`config.mk`:
```
export PLATFORM = sky130hd
export DESIGN_NAME = mdio_mgmt_unit
export DESIGN_NICKNAME = d
export VERILOG_FILES = /design/src/rtl/mdio_mgmt_pkg.sv /design/src/rtl/mdio_cmd_decode.sv /design/src/rtl/mdio_host_regs.sv /design/src/rtl/mdio_phy_model.sv /design/src/rtl/mdio_mgmt_unit.sv
export SDC_FILE = /design/constraint.sdc
export NUM_CORES = 1
export LEC_CHECK = 0
export CORE_ASPECT_RATIO = 1.1
export CORE_MARGIN = 1
export CORE_UTILIZATION = 25
export CTS_BUF_LIST = sky130_fd_sc_hd__clkbuf_8
export DETAILED_ROUTE_END_ITERATION = 10
export PLACE_DENSITY = 0.38
export SLEW_MARGIN = 0
export SYNTH_ARGS = -nofsm -noshare
export SYNTH_HDL_FRONTEND = slang
export SYNTH_HIERARCHICAL = 1
export SYNTH_SLANG_ARGS = --single-unit
```
`constraint.sdc`:
```
create_clock -name clk -period 8.5 [get_ports clk]
set_input_delay 1.275 -clock clk [delete_from_list [all_inputs] [get_ports clk]]
set_output_delay 1.275 -clock clk [all_outputs]
set_load 0.02 [all_outputs]
```
`src/rtl/mdio_mgmt_pkg.sv`:
```
package mdio_mgmt_pkg;

  localparam int PHY_AW  = 5;
  localparam int REG_AW  = 5;
  localparam int PHY_DW  = 16;
  localparam int PHY_NREG = 1 << REG_AW;

  // Command word field positions
  localparam int CMD_PHY_LSB = 24;
  localparam int CMD_REG_LSB = 16;
  localparam int CMD_OP_LSB  = 14;
  localparam int CMD_GO_BIT  = 11;
  localparam int CMD_RDY_BIT = 7;

  // Control word fields
  localparam int CTRL_W      = 7;
  localparam int CTRL_EN_BIT = 6;
  localparam int CTRL_DIV_W  = 6;

  typedef enum logic [1:0] {
    SEL_CTRL = 2'd0,
    SEL_CMD  = 2'd1,
    SEL_WDAT = 2'd2,
    SEL_RDAT = 2'd3
  } host_sel_e;

  localparam logic [1:0] OP_WRITE = 2'd1;
  localparam logic [1:0] OP_READ  = 2'd2;

  typedef struct packed {
    logic              go;
    logic [1:0]        op;
    logic [PHY_AW-1:0] phy;
    logic [REG_AW-1:0] regad;
  } mdio_cmd_t;

  // PHY register indices with special behaviour
  localparam int PREG_BASIC  = 0;
  localparam int PREG_STATUS = 1;
  localparam int PREG_ID_HI  = 2;
  localparam int PREG_ID_LO  = 3;
  localparam int PREG_ADV    = 4;
  localparam int PREG_LPA    = 5;
  localparam int PREG_SPEED  = 17;
  localparam int PREG_DIAG   = 18;

  localparam logic [PHY_DW-1:0] STATUS_LINK_UP = 16'h782E;
  localparam logic [PHY_DW-1:0] LPA_BASE       = 16'h4001;
  localparam logic [PHY_DW-1:0] LPA_ADV_MASK   = 16'h01E0;
  localparam logic [PHY_DW-1:0] SPEED_CONST    = 16'h8000;
  localparam int BASIC_SELF_CLR_BIT = 15;

  function automatic logic [PHY_DW-1:0] phy_reset_value(input int idx);
    case (idx)
      PREG_BASIC: return 16'h3100;
      PREG_ID_HI: return 16'h0300;
      PREG_ID_LO: return 16'hE400;
      PREG_ADV:   return 16'h01E1;
      default:    return '0;
    endcase
  endfunction

endpackage

```
`src/rtl/mdio_cmd_decode.sv`:
```
module mdio_cmd_decode
  import mdio_mgmt_pkg::*;
#(
  parameter int HOST_W = 32
) (
  input  logic [HOST_W-1:0] word,
  output mdio_cmd_t         cmd
);

  logic unused_bits;

  always_comb begin
    cmd.go    = word[CMD_GO_BIT];
    cmd.op    = word[CMD_OP_LSB +: 2];
    cmd.phy   = word[CMD_PHY_LSB +: PHY_AW];
    cmd.regad = word[CMD_REG_LSB +: REG_AW];
  end

  assign unused_bits = ^word;

endmodule

```
`src/rtl/mdio_host_regs.sv`:
```
module mdio_host_regs
  import mdio_mgmt_pkg::*;
#(
  parameter int HOST_W = 32
) (
  input  logic              clk,
  input  logic              rst_n,
  input  logic              host_wr,
  input  logic              host_rd,
  input  logic [1:0]        host_sel,
  input  logic [HOST_W-1:0] host_wdata,
  output logic [HOST_W-1:0] host_rdata,
  output logic              host_rvalid,
  output logic              op_err,
  output logic              div_err,
  output logic              phy_wr_en,
  output logic [PHY_AW-1:0] phy_addr,
  output logic [REG_AW-1:0] reg_addr,
  output logic [PHY_DW-1:0] phy_wdata,
  input  logic [PHY_DW-1:0] phy_rdata
);

  localparam logic [HOST_W-1:0] RDY_MASK = HOST_W'(1) << CMD_RDY_BIT;

  logic [CTRL_W-1:0] ctrl_q;
  logic [HOST_W-1:0] cmd_q;
  logic [HOST_W-1:0] wdat_q;
  logic [HOST_W-1:0] rdat_q;
  logic [HOST_W-1:0] rd_mux;

  mdio_cmd_t cmd;
  logic      cmd_wr;
  logic      ctrl_wr;
  logic      load_rd;
  logic      bad_op;
  logic      zero_div;

  mdio_cmd_decode #(.HOST_W(HOST_W)) dec_i (
    .word (host_wdata),
    .cmd  (cmd)
  );

  assign cmd_wr   = host_wr && (host_sel_e'(host_sel) == SEL_CMD);
  assign ctrl_wr  = host_wr && (host_sel_e'(host_sel) == SEL_CTRL);
  assign load_rd  = cmd_wr && cmd.go && (cmd.op == OP_READ);
  assign bad_op   = cmd_wr && cmd.go && (cmd.op != OP_READ) && (cmd.op != OP_WRITE);
  assign zero_div = host_wdata[CTRL_EN_BIT] && (host_wdata[CTRL_DIV_W-1:0] == '0);

  assign phy_wr_en = cmd_wr && cmd.go && (cmd.op == OP_WRITE);
  assign phy_addr  = cmd.phy;
  assign reg_addr  = cmd.regad;
  assign phy_wdata = wdat_q[PHY_DW-1:0];

  always_ff @(posedge clk) begin
    if (!rst_n) begin
      ctrl_q  <= '0;
      cmd_q   <= '0;
      wdat_q  <= '0;
      rdat_q  <= '0;
      op_err  <= 1'b0;
      div_err <= 1'b0;
    end else begin
      op_err  <= bad_op;
      div_err <= ctrl_wr && zero_div;
      if (host_wr) begin
        case (host_sel_e'(host_sel))
          SEL_CTRL: ctrl_q <= host_wdata[CTRL_W-1:0];
          SEL_CMD:  cmd_q  <= host_wdata;
          SEL_WDAT: wdat_q <= host_wdata;
          default:  rdat_q <= host_wdata;
        endcase
      end
      if (load_rd) begin
        rdat_q <= HOST_W'(phy_rdata);
      end
    end
  end

  always_comb begin
    case (host_sel_e'(host_sel))
      SEL_CTRL: rd_mux = HOST_W'(ctrl_q);
      SEL_CMD:  rd_mux = cmd_q | RDY_MASK;
      SEL_WDAT: rd_mux = wdat_q;
      default:  rd_mux = rdat_q;
    endcase
  end

  always_ff @(posedge clk) begin
    if (!rst_n) begin
      host_rdata  <= '0;
      host_rvalid <= 1'b0;
    end else begin
      host_rvalid <= host_rd;
      if (host_rd) begin
        host_rdata <= rd_mux;
      end
    end
  end

endmodule

```
`src/rtl/mdio_phy_model.sv`:
```
module mdio_phy_model
  import mdio_mgmt_pkg::*;
#(
  parameter logic [PHY_AW-1:0] PHY_ADDR = 5'd7
) (
  input  logic              clk,
  input  logic              rst_n,
  input  logic              link_up,
  input  logic [PHY_AW-1:0] req_phy,
  input  logic [REG_AW-1:0] req_reg,
  input  logic              wr_en,
  input  logic [PHY_DW-1:0] wr_data,
  output logic [PHY_DW-1:0] rd_data
);

  logic [PHY_DW-1:0] mem [PHY_NREG];
  logic [PHY_DW-1:0] adv;
  logic              hit;
  logic              fast_adv;
  logic              full_adv;
  logic [PHY_DW-1:0] diag_val;
  logic [PHY_DW-1:0] reg_val;

  assign hit = (req_phy == PHY_ADDR);
  assign adv = mem[PREG_ADV];

  // Speed and duplex summary derived from the advertisement register
  assign fast_adv = adv[7] | adv[8];
  assign full_adv = adv[6] | adv[8];

  always_comb begin
    diag_val = '0;
    if (link_up) begin
      diag_val[10] = fast_adv;
      diag_val[11] = full_adv;
    end
  end

  always_comb begin
    case (int'(req_reg))
      PREG_STATUS: reg_val = link_up ? STATUS_LINK_UP : '0;
      PREG_LPA:    reg_val = LPA_BASE | (adv & LPA_ADV_MASK);
      PREG_SPEED:  reg_val = SPEED_CONST;
      PREG_DIAG:   reg_val = diag_val;
      default:     reg_val = mem[req_reg];
    endcase
  end

  assign rd_data = hit ? reg_val : {PHY_DW{1'b1}};

  always_ff @(posedge clk) begin
    if (!rst_n) begin
      for (int i = 0; i < PHY_NREG; i++) begin
        mem[i] <= phy_reset_value(i);
      end
    end else if (wr_en && hit) begin
      if (req_reg == REG_AW'(PREG_BASIC)) begin
        mem[PREG_BASIC] <= wr_data & ~(PHY_DW'(1) << BASIC_SELF_CLR_BIT);
      end else begin
        mem[req_reg] <= wr_data;
        mem[PREG_BASIC][BASIC_SELF_CLR_BIT] <= 1'b0;
      end
    end
  end

endmodule

```
`src/rtl/mdio_mgmt_unit.sv`:
```
module mdio_mgmt_unit
  import mdio_mgmt_pkg::*;
#(
  parameter int                HOST_W   = 32,
  parameter logic [PHY_AW-1:0] PHY_ADDR = 5'd7
) (
  input  logic              clk,
  input  logic              rst_n,
  input  logic              host_wr,
  input  logic              host_rd,
  input  logic [1:0]        host_sel,
  input  logic [HOST_W-1:0] host_wdata,
  output logic [HOST_W-1:0] host_rdata,
  output logic              host_rvalid,
  input  logic              link_up,
  output logic              op_err,
  output logic              div_err
);

  logic              phy_wr_en;
  logic [PHY_AW-1:0] phy_addr;
  logic [REG_AW-1:0] reg_addr;
  logic [PHY_DW-1:0] phy_wdata;
  logic [PHY_DW-1:0] phy_rdata;

  mdio_host_regs #(.HOST_W(HOST_W)) regs_i (
    .clk         (clk),
    .rst_n       (rst_n),
    .host_wr     (host_wr),
    .host_rd     (host_rd),
    .host_sel    (host_sel),
    .host_wdata  (host_wdata),
    .host_rdata  (host_rdata),
    .host_rvalid (host_rvalid),
    .op_err      (op_err),
    .div_err     (div_err),
    .phy_wr_en   (phy_wr_en),
    .phy_addr    (phy_addr),
    .reg_addr    (reg_addr),
    .phy_wdata   (phy_wdata),
    .phy_rdata   (phy_rdata)
  );

  mdio_phy_model #(.PHY_ADDR(PHY_ADDR)) phy_i (
    .clk     (clk),
    .rst_n   (rst_n),
    .link_up (link_up),
    .req_phy (phy_addr),
    .req_reg (reg_addr),
    .wr_en   (phy_wr_en),
    .wr_data (phy_wdata),
    .rd_data (phy_rdata)
  );

endmodule

```
## Word-level counts from Yosys, hierarchy flattened

Memory sizes are Yosys's and may differ from the RTL's.
Index checks and enable logic that the tools add are counted.

| operators by class | value |
|---|---|
| $mul | 0 |
| bitwise gates (word level) | 6 |
| mux-type cells | 27 |
| order comparisons | 0 |
| $add $sub $neg | 0 |
| reduce and logical (&&, ||, !) cells | 22 |
| div/mod/pow operators | 0 |
| shift-type cells | 0 |
| eq/ne operators | 12 |

Operators by type and width:

| kind | count |
|---|---|
| two-way mux 16 bit | 11 |
| case mux 32 bit (3 select lines) | 1 |
| case mux 16 bit (4 select lines) | 1 |
| OR reduction 16 bit | 1 |
| two-way mux 15 bit | 1 |
| two-way mux 1 bit | 11 |
| == test 5 x 3 -> 1 bit, second input constant | 2 |
| == test 5 bit, second input constant | 2 |
| logical AND 1 bit | 10 |
| AND reduction 2 bit | 5 |
| zero test 6 bit | 1 |
| == test 5 x 1 -> 1 bit, second input constant | 1 |
| zero test 5 bit | 1 |
| two-way mux 5 bit | 1 |
| == test 2 x 1 -> 1 bit, second input constant | 2 |
| == test 2 bit, second input constant | 2 |
| != test 2 x 1 -> 1 bit, second input constant | 2 |
| bitwise OR 1 bit | 4 |
| OR reduction 3 bit | 1 |
| zero test 2 bit | 1 |
| two-way mux 2 bit | 1 |
| != test 2 bit, second input constant | 1 |
| inverter 1 bit | 2 |
| nonzero test 2 bit | 1 |
| OR reduction 2 bit | 1 |

| word-level totals | value |
|---|---|
| output and inout port bits | 35 |
| memories kept | 1 |
| memory bits (writable) | 512 |
| input bits | 39 |
| register bits | 138 |
| logic and storage cells | 77 |
| bits in read-only memories | 0 |
| bits in latches | 0 |

Memories:

| memory | depth | width | read ports | clocked after memory_dff | write ports | RTL line | RTL |
|---|---|---|---|---|---|---|---|
| phy_i.mem | 32 | 16 | 2 | 0 | 32 | mdio_phy_model.sv:16 | `logic [PHY_DW-1:0] mem [PHY_NREG];` |

## Longest topological paths before layout

Gate-level depths: netlist of run 1.

| logic depth | value |
|---|---|
| depth in word-level cells | 10 |
| gate-level depth with buffers | 12 |
| depth with buffers taken out | 7 |

## Cells and area by module

Netlist of run 1, hierarchy kept.

Modules (own cells, without submodules):

| module | area each (um2) | instances | cells each | sequential area each (um2) |
|---|---|---|---|---|
| mdio_phy_model | 24009.3 | 1 | 1628 | 15374.7 |
| mdio_host_regs | 5903.2 | 1 | 698 | 2742.6 |
| mdio_cmd_decode | 97.6 | 1 | 13 | 0.0 |

## Worst setup path before layout of run 1

Ideal clock, no wire load.

| timing | value |
|---|---|
| kind | input port to flip-flop |
| from | input port host_wdata[17] |
| to | memory phy_i.mem[0][0] (enable) |
| arrival | 3.848 ns |
| required time | 8.069 ns |
| setup slack | 4.221 ns |
| cell stages on the path | 6 |
| library setup time | 0.431 ns |
| buffers on the path | 5 |
| cell sequence | buf_4 > buf_4 > buf_4 > buf_2 > buf_4 > o41ai_1 |

RTL lines:

| item | RTL line | RTL |
|---|---|---|
| from (decl) | mdio_mgmt_unit.sv:12 | `input logic [HOST_W-1:0] host_wdata,` |
| to (decl) | mdio_phy_model.sv:16 |  |

==> results of run 1 <==
[power groups by stage]
stage | combinational [uW] | sequential, uW | clock, uW
final | 547 | 3560 | 2710
after global routing | 578 | 3570 | 2930
after CTS | 557 | 3560 | 2820
after detailed placement | 555 | 3630 | 0
after global placement | 556 | 3620 | 0
after floorplan | 314 | 3620 | 0
[routing by layer]
metal  GRT usage  up-vias  routed length, um
met5           0        -                  0
met4      0.0615        0               2710
met3      0.0219      128               4020
met2       0.281      469              49300
met1       0.209     9522              43800
li1            -     8486                  -
[metrics by stage]
step | hold WS (ns) | cells | area [um^2]
after floorplan | 0.432 | 2339 | 30000
after global placement | 0.437 | 3798 | 32100
after detailed placement | 0.443 | 3798 | 32100
after CTS | 0.453 | 4004 | 34200
after global routing | 0.470 | 4005 | 34200
final | 0.453 | 4017 | 34200
[registers in the layout, summed over array words and instances (netlist names)]
name / flops
regs_i/rdat_q: 32
regs_i/wdat_q: 32
phy_i/mem: 512
regs_i/ctrl_q: 7
regs_i/op_err: 1
regs_i/div_err: 1
regs_i/host_rdata: 32
regs_i/cmd_q: 31
regs_i/host_rvalid: 1
[worst min-delay path, cell delays in order, from the launching register on]
cell      delay [ns]
dfxtp_1         0.31
nand2_1         0.05
a21boi_1        0.05
[cells in the final DEF (no fill, tap or decap), drive strengths merged, types with 34 or more instances in the layout]
cell and count:
inv 44, nor2 34, edfxtp 512, a21boi 64, a31oi 41, nand2 274, buf 86, a21oi 46
and2 501, clkbuf 129, mux2 37, clkdlybuf4s50 65, mux2i 118, dfxtp 137, mux4 90, clkinv 34
o21ai 58
[final timing paths]
path	endpoint
setup reg to reg	regs_i/rdat_q[15]
hold reg to reg	regs_i/cmd_q[1]
hold / removal	regs_i/cmd_q[1]
setup / recovery	phy_i/mem[25][4]
[logic make-up after synthesis]
| group | after synthesis |
|---|---|
| mux | 245 |
| flops | 649 |
| compound gates | 306 |
| buf+inv | 234 |
| simple gates | 903 |
| xor+xnor | 1 |
| other cells | 1 |
[cell type report]
cell class / count / area (um^2)
antenna: 13 / 32.5
clock buffer: 129 / 1780
clock inverter: 77 / 324
fill: 12000 / 84200
inverter: 1 / 3.75
multi-input combinational: 1456 / 10700
sequential: 649 / 18100
tap: 1541 / 1930
timing repair buffer: 151 / 1310
==> results.cfg, run 1 <==
[run_status]
status = complete, no violations

[synthesis]
synth.most_common_cell = edfxtp_1
ys_seq_area_frac = 0.604
ys_top_cells_by_count = 512 x edfxtp_1, 501 x and2_1, 274 x nand2_1
synth_cells = 2339
yosysTopAreaCell = edfxtp_1
synth_top_cells_by_area = edfxtp_1 51%, and2_1 10%, dfxtp_1 9.1%
synth_flop_cell = edfxtp_1
yosysUniqueCellTypes = 65
synth_edf_count = 512
synth_compound_area_frac = 0.0688
synth_top_family_by_area = simple AND/OR/NAND/NOR gates
syn_area_mm2 = 0.0300
ys_ff_latch = 649
ys_async_sr_fraction = 0
synth-simple-area-share = 0.166
synth-adder-area-share = 0
avgSynthCellArea_um2 = 12.8
synth_fp_nets = 2378
synth_top_cell_area_share = 0.512
yosys_warnings = 6
muxShareOfSynthArea = 0.122
synth_xor_area_frac = 0.000292

[global_route]
grt_pass1_wl_mm = 143
grt_max_degree = 111
antenna_found_initial = 9
grt-ovfl-total = 0
grt_pass1_vias = 19000
grtUsageTotal = 0.164

[power_and_ir_drop]
p_int_uw = 5080
total_leakage_power_uw = 0.0122
clock_power_share = 0.398
power_frac_comb = 0.080
switching_share = 0.255
pwr-share-seq = 0.522
power_uw = 6820
powerDensity_mw_per_mm2 = 199
peakVddDrop_mv = 0.108
power.switching_uw = 1740

[cts]
cts_hold_buf = 0
clockRootBuffer = clkbuf_8
clock_path_buffers = 3
clk_latency_ns = 0.79
post_cts_buffers = 0
cts.clk_slew.worst_paths_ns = 0.05
cts_htree_levels = 3
cts_resized = 0
cts_tree = built
clkSinkCount = 649
cts_made_buffers = 114

[detailed_routing]
first_pass_iters = 5
drtAntennaViolNets = 0
routed_wirelength_mm = 99.8
avgRoutedWirePerCell_um = 24.8
num_vias = 18600
drcViolationCount = 0
drt-vias-per-instance = 4.63
drtIter0Drc = 1368

[setup_path]
critPathMaxFanout = 17
crit_required_ns = 8.88
crit_path_start = host_wr
critPathTopFamily = simple AND/OR/NAND/NOR gates
cpMaxStageDelayCell = nor3_2
cp.depth = 8
cp_slowest_stage_delay_ns = 0.88
reg2reg_slack_ns = 5.95
cp-end-kind = flip-flop
reg2reg_depth = 7
crit_buf_inv = 2
critPathLaunchType = input port
cp.arrival_ns = 4.87
path_cells = clkdlybuf4s50_1 > and3b_1 > and4b_1 > nor4b_4 > buf_4 > nand2_1 > nor3_2 > nand2b_1
r2r-start = phy_i/mem[13][15]
path_class = in2reg

[placement]
port_buffers = 73
place_congestion = 0.801
dp_slack_ns = 3.25
dpl.hpwl_mm = 60.1

[layout]
area_growth_syn_to_layout_pct = 14.0
utilization = 0.289
drive_above_1_share = 0.148
nNetsFinal = 2412

[floorplanning]
io_pins = 74
start_util = 0.253
die_area_mm2 = 0.121
rows = 132
core_mm2 = 0.118
die_w_um = 332
die_h_um = 365

[timing]
fmaxAchievable_mhz = 223
finalSetupTns_ns = 0
finalHoldViolCount = 0
min_period_over_period = 0.527
setup_slack_ns = 4.02
maxSlewHeadroom = 0.0145
fin_skew_ns = 0.0459
setup_violations = 0
tightest_slew_ns = 1.47
slew_viol_final = 0
final.min_clock_period_ns = 4.48
rsz0062_at_grt = false

[job]
drv_cap = 0

[hold_path]
holdPathStages = 2
min_path_type = reg2reg
worstHoldStart = regs_i/cmd_q[1]
Power figures use the tool's default switching activity.
==> inputs of run 2 (changes only) <==
--- a/config.mk
+++ b/config.mk
@@ -10,7 +10,7 @@
 export CORE_UTILIZATION = 25
 export CTS_BUF_LIST = sky130_fd_sc_hd__clkbuf_8
 export DETAILED_ROUTE_END_ITERATION = 10
-export PLACE_DENSITY = 0.38
+export PLACE_DENSITY = 0.39
 export SLEW_MARGIN = 0
 export SYNTH_ARGS = -nofsm -noshare
 export SYNTH_HDL_FRONTEND = slang
==> constraint.sdc (replaced) <==
create_clock -name clk -period 3.7 [get_ports clk]
set_input_delay 0.555 -clock clk [delete_from_list [all_inputs] [get_ports clk]]
set_output_delay 0.555 -clock clk [all_outputs]
set_load 0.02 [all_outputs]
==> run 2 against run 1 <==
Effect of this change: via count rose by 1.7%; critical path type unchanged; worst setup slack got worse by 3.0 ns; worst hold slack got worse by 0.22 ns; register-to-register slack got worse by 4.9 ns; utilization rose by 0.86 points; critical path depth did not move; highest routed layer unchanged; largest cell class unchanged; combinational power rose by 140%; sequential share of layout area fell by 1.5 points; total power rose by 130%; final area rose by 3.0%.
==> results.cfg, run 2 (synthesis gave the netlist of run 1 again) <==
[timing]
slew_viol_final = 0
finalSetupTns_ns = 0
fmaxAchievable_mhz = 368
rsz0062_at_grt = false
holdWs_ns = 0.231
fin_skew_ns = 0.0465
finalHoldViolCount = 0
setup_violations = 0
maxSlewHeadroom = 0.291
min_period_over_period = 0.734
final.min_clock_period_ns = 2.71
tightest_slew_ns = 1.06

[layout]
fill_cells = 11900
final_cells = 4116
area_growth_syn_to_layout_pct = 17.4
multi_input_area_mm2 = 0.0107
nNetsFinal = 2515
utilization = 0.298
largest_reg_flops = 512
layout_common_cells = 512 x edfxtp_1, 501 x and2_1, 274 x nand2_1
top_register = phy_i/mem
drive_above_1_share = 0.183
seqCellArea_mm2 = 0.0181
layout_commonest_cell = edfxtp_1

[global_route]
grtUsageTotal = 0.157
grt_max_degree = 116
grt_pass1_wl_mm = 138
antenna_found_initial = 7
grt-ovfl-total = 0
grt_pass1_vias = 19400

[job]
drv_cap = 0

[setup_path]
crit_required_ns = 4.30
critPathMaxFanout = 29
cp.arrival_ns = 3.31
critPathLaunchType = input port
reg2reg_slack_ns = 1.02
cp-end-kind = flip-flop
path_class = in2reg

[detailed_routing]
avgRoutedWirePerCell_um = 23.4
drt-vias-per-instance = 4.60
drtAntennaViolNets = 0
first_pass_iters = 5
num_vias = 18900
drcViolationCount = 0
routed_wirelength_mm = 96.3
drtIter0Drc = 1188

[power_and_ir_drop]
peakVddDrop_mv = 0.284
powerDensity_mw_per_mm2 = 453
total_leakage_power_uw = 0.0128

[floorplanning]
die_w_um = 332
io_pins = 74
die_area_mm2 = 0.121
die_h_um = 365
start_util = 0.253
core_mm2 = 0.118
rows = 132

[cts]
clock_path_buffers = 3
post_cts_buffers = 0
clockRootBuffer = clkbuf_8
cts_hold_buf = 0
cts.clk_slew.worst_paths_ns = 0.06
cts_htree_levels = 3
clk_latency_ns = 0.77
cts_tree = built
clkSinkCount = 649
cts_made_buffers = 112
cts_resized = 0

[hold_path]
min_path_type = in2reg

[placement]
place_congestion = 0.888
port_buffers = 73
place_inst = 3903
dpl.hpwl_mm = 62.8

[run_status]
status = complete, no violations
==> run 2: cell count changes in the layout (fill, tap and decap cells not counted), moves of 5 or more <==
cell and change:
buf_12 +13, buf_4 +92, bufinv_16 +6, clkbuf_8 -8, diode_2 -5
==> run 2: path summary, 6_finish.rpt <==
check,startpoint,end,cells past startpoint
worst max-delay path,host_wdata[16],regs_i/rdat_q[10],8
worst min-delay path,host_wdata[17],regs_i/rdat_q[17],3
worst max register to register,phy_i/mem[14][1],regs_i/rdat_q[1],6
worst min register to register,regs_i/cmd_q[0],regs_i/cmd_q[0],2
==> run 2: worst max-delay path, cell delays in order <==
cell      delay, ns
buf_6          0.38
buf_4          0.26
mux4_2         0.57
mux2_2         0.33
a221oi_1       0.45
o221ai_1       0.26
o31ai_1        0.39
a31oi_1        0.07
==> run 2: cell type report <==
class	instances	area share
diodes	8	0.000568
clock buffers	121	0.0473
clock inverters	84	0.0148
inverters	1	0.000107
multi-input cells	1456	0.304
flip-flops and latches	649	0.514
well taps	1541	0.0547
repair buffers	256	0.0642
==> run 2: routing by layer <==
metal / GRT usage / share of wire
met4: 0.0547 / 0.029
met1: 0.198 / 0.43
met2: 0.273 / 0.50
met5: 0 / 0
met3: 0.0247 / 0.042
==> run 2: report_power, final <==
part           switching [uW]  total [uW]  internal, uW
registers                96.4        8180          8080
clock network            3030        6450          3430
logic                     828        1320           497
total                    3950       16000         12000
==> run 2: stage by stage <==
| step | power, uW | setup WS, ns | area, um^2 |
|---|---|---|---|
| 6_report | 16000 | 0.985 | 35200 |
| 5_1_grt | 16600 | 0.893 | 35200 |
| 4_1_cts | 16200 | 0.998 | 35200 |
| 3_5_place_dp | 9680 | 0.179 | 33000 |
| 3_3_place_gp | 9670 | 0.168 | 33000 |
| 2_1_floorplan | 9030 | 0.141 | 30000 |
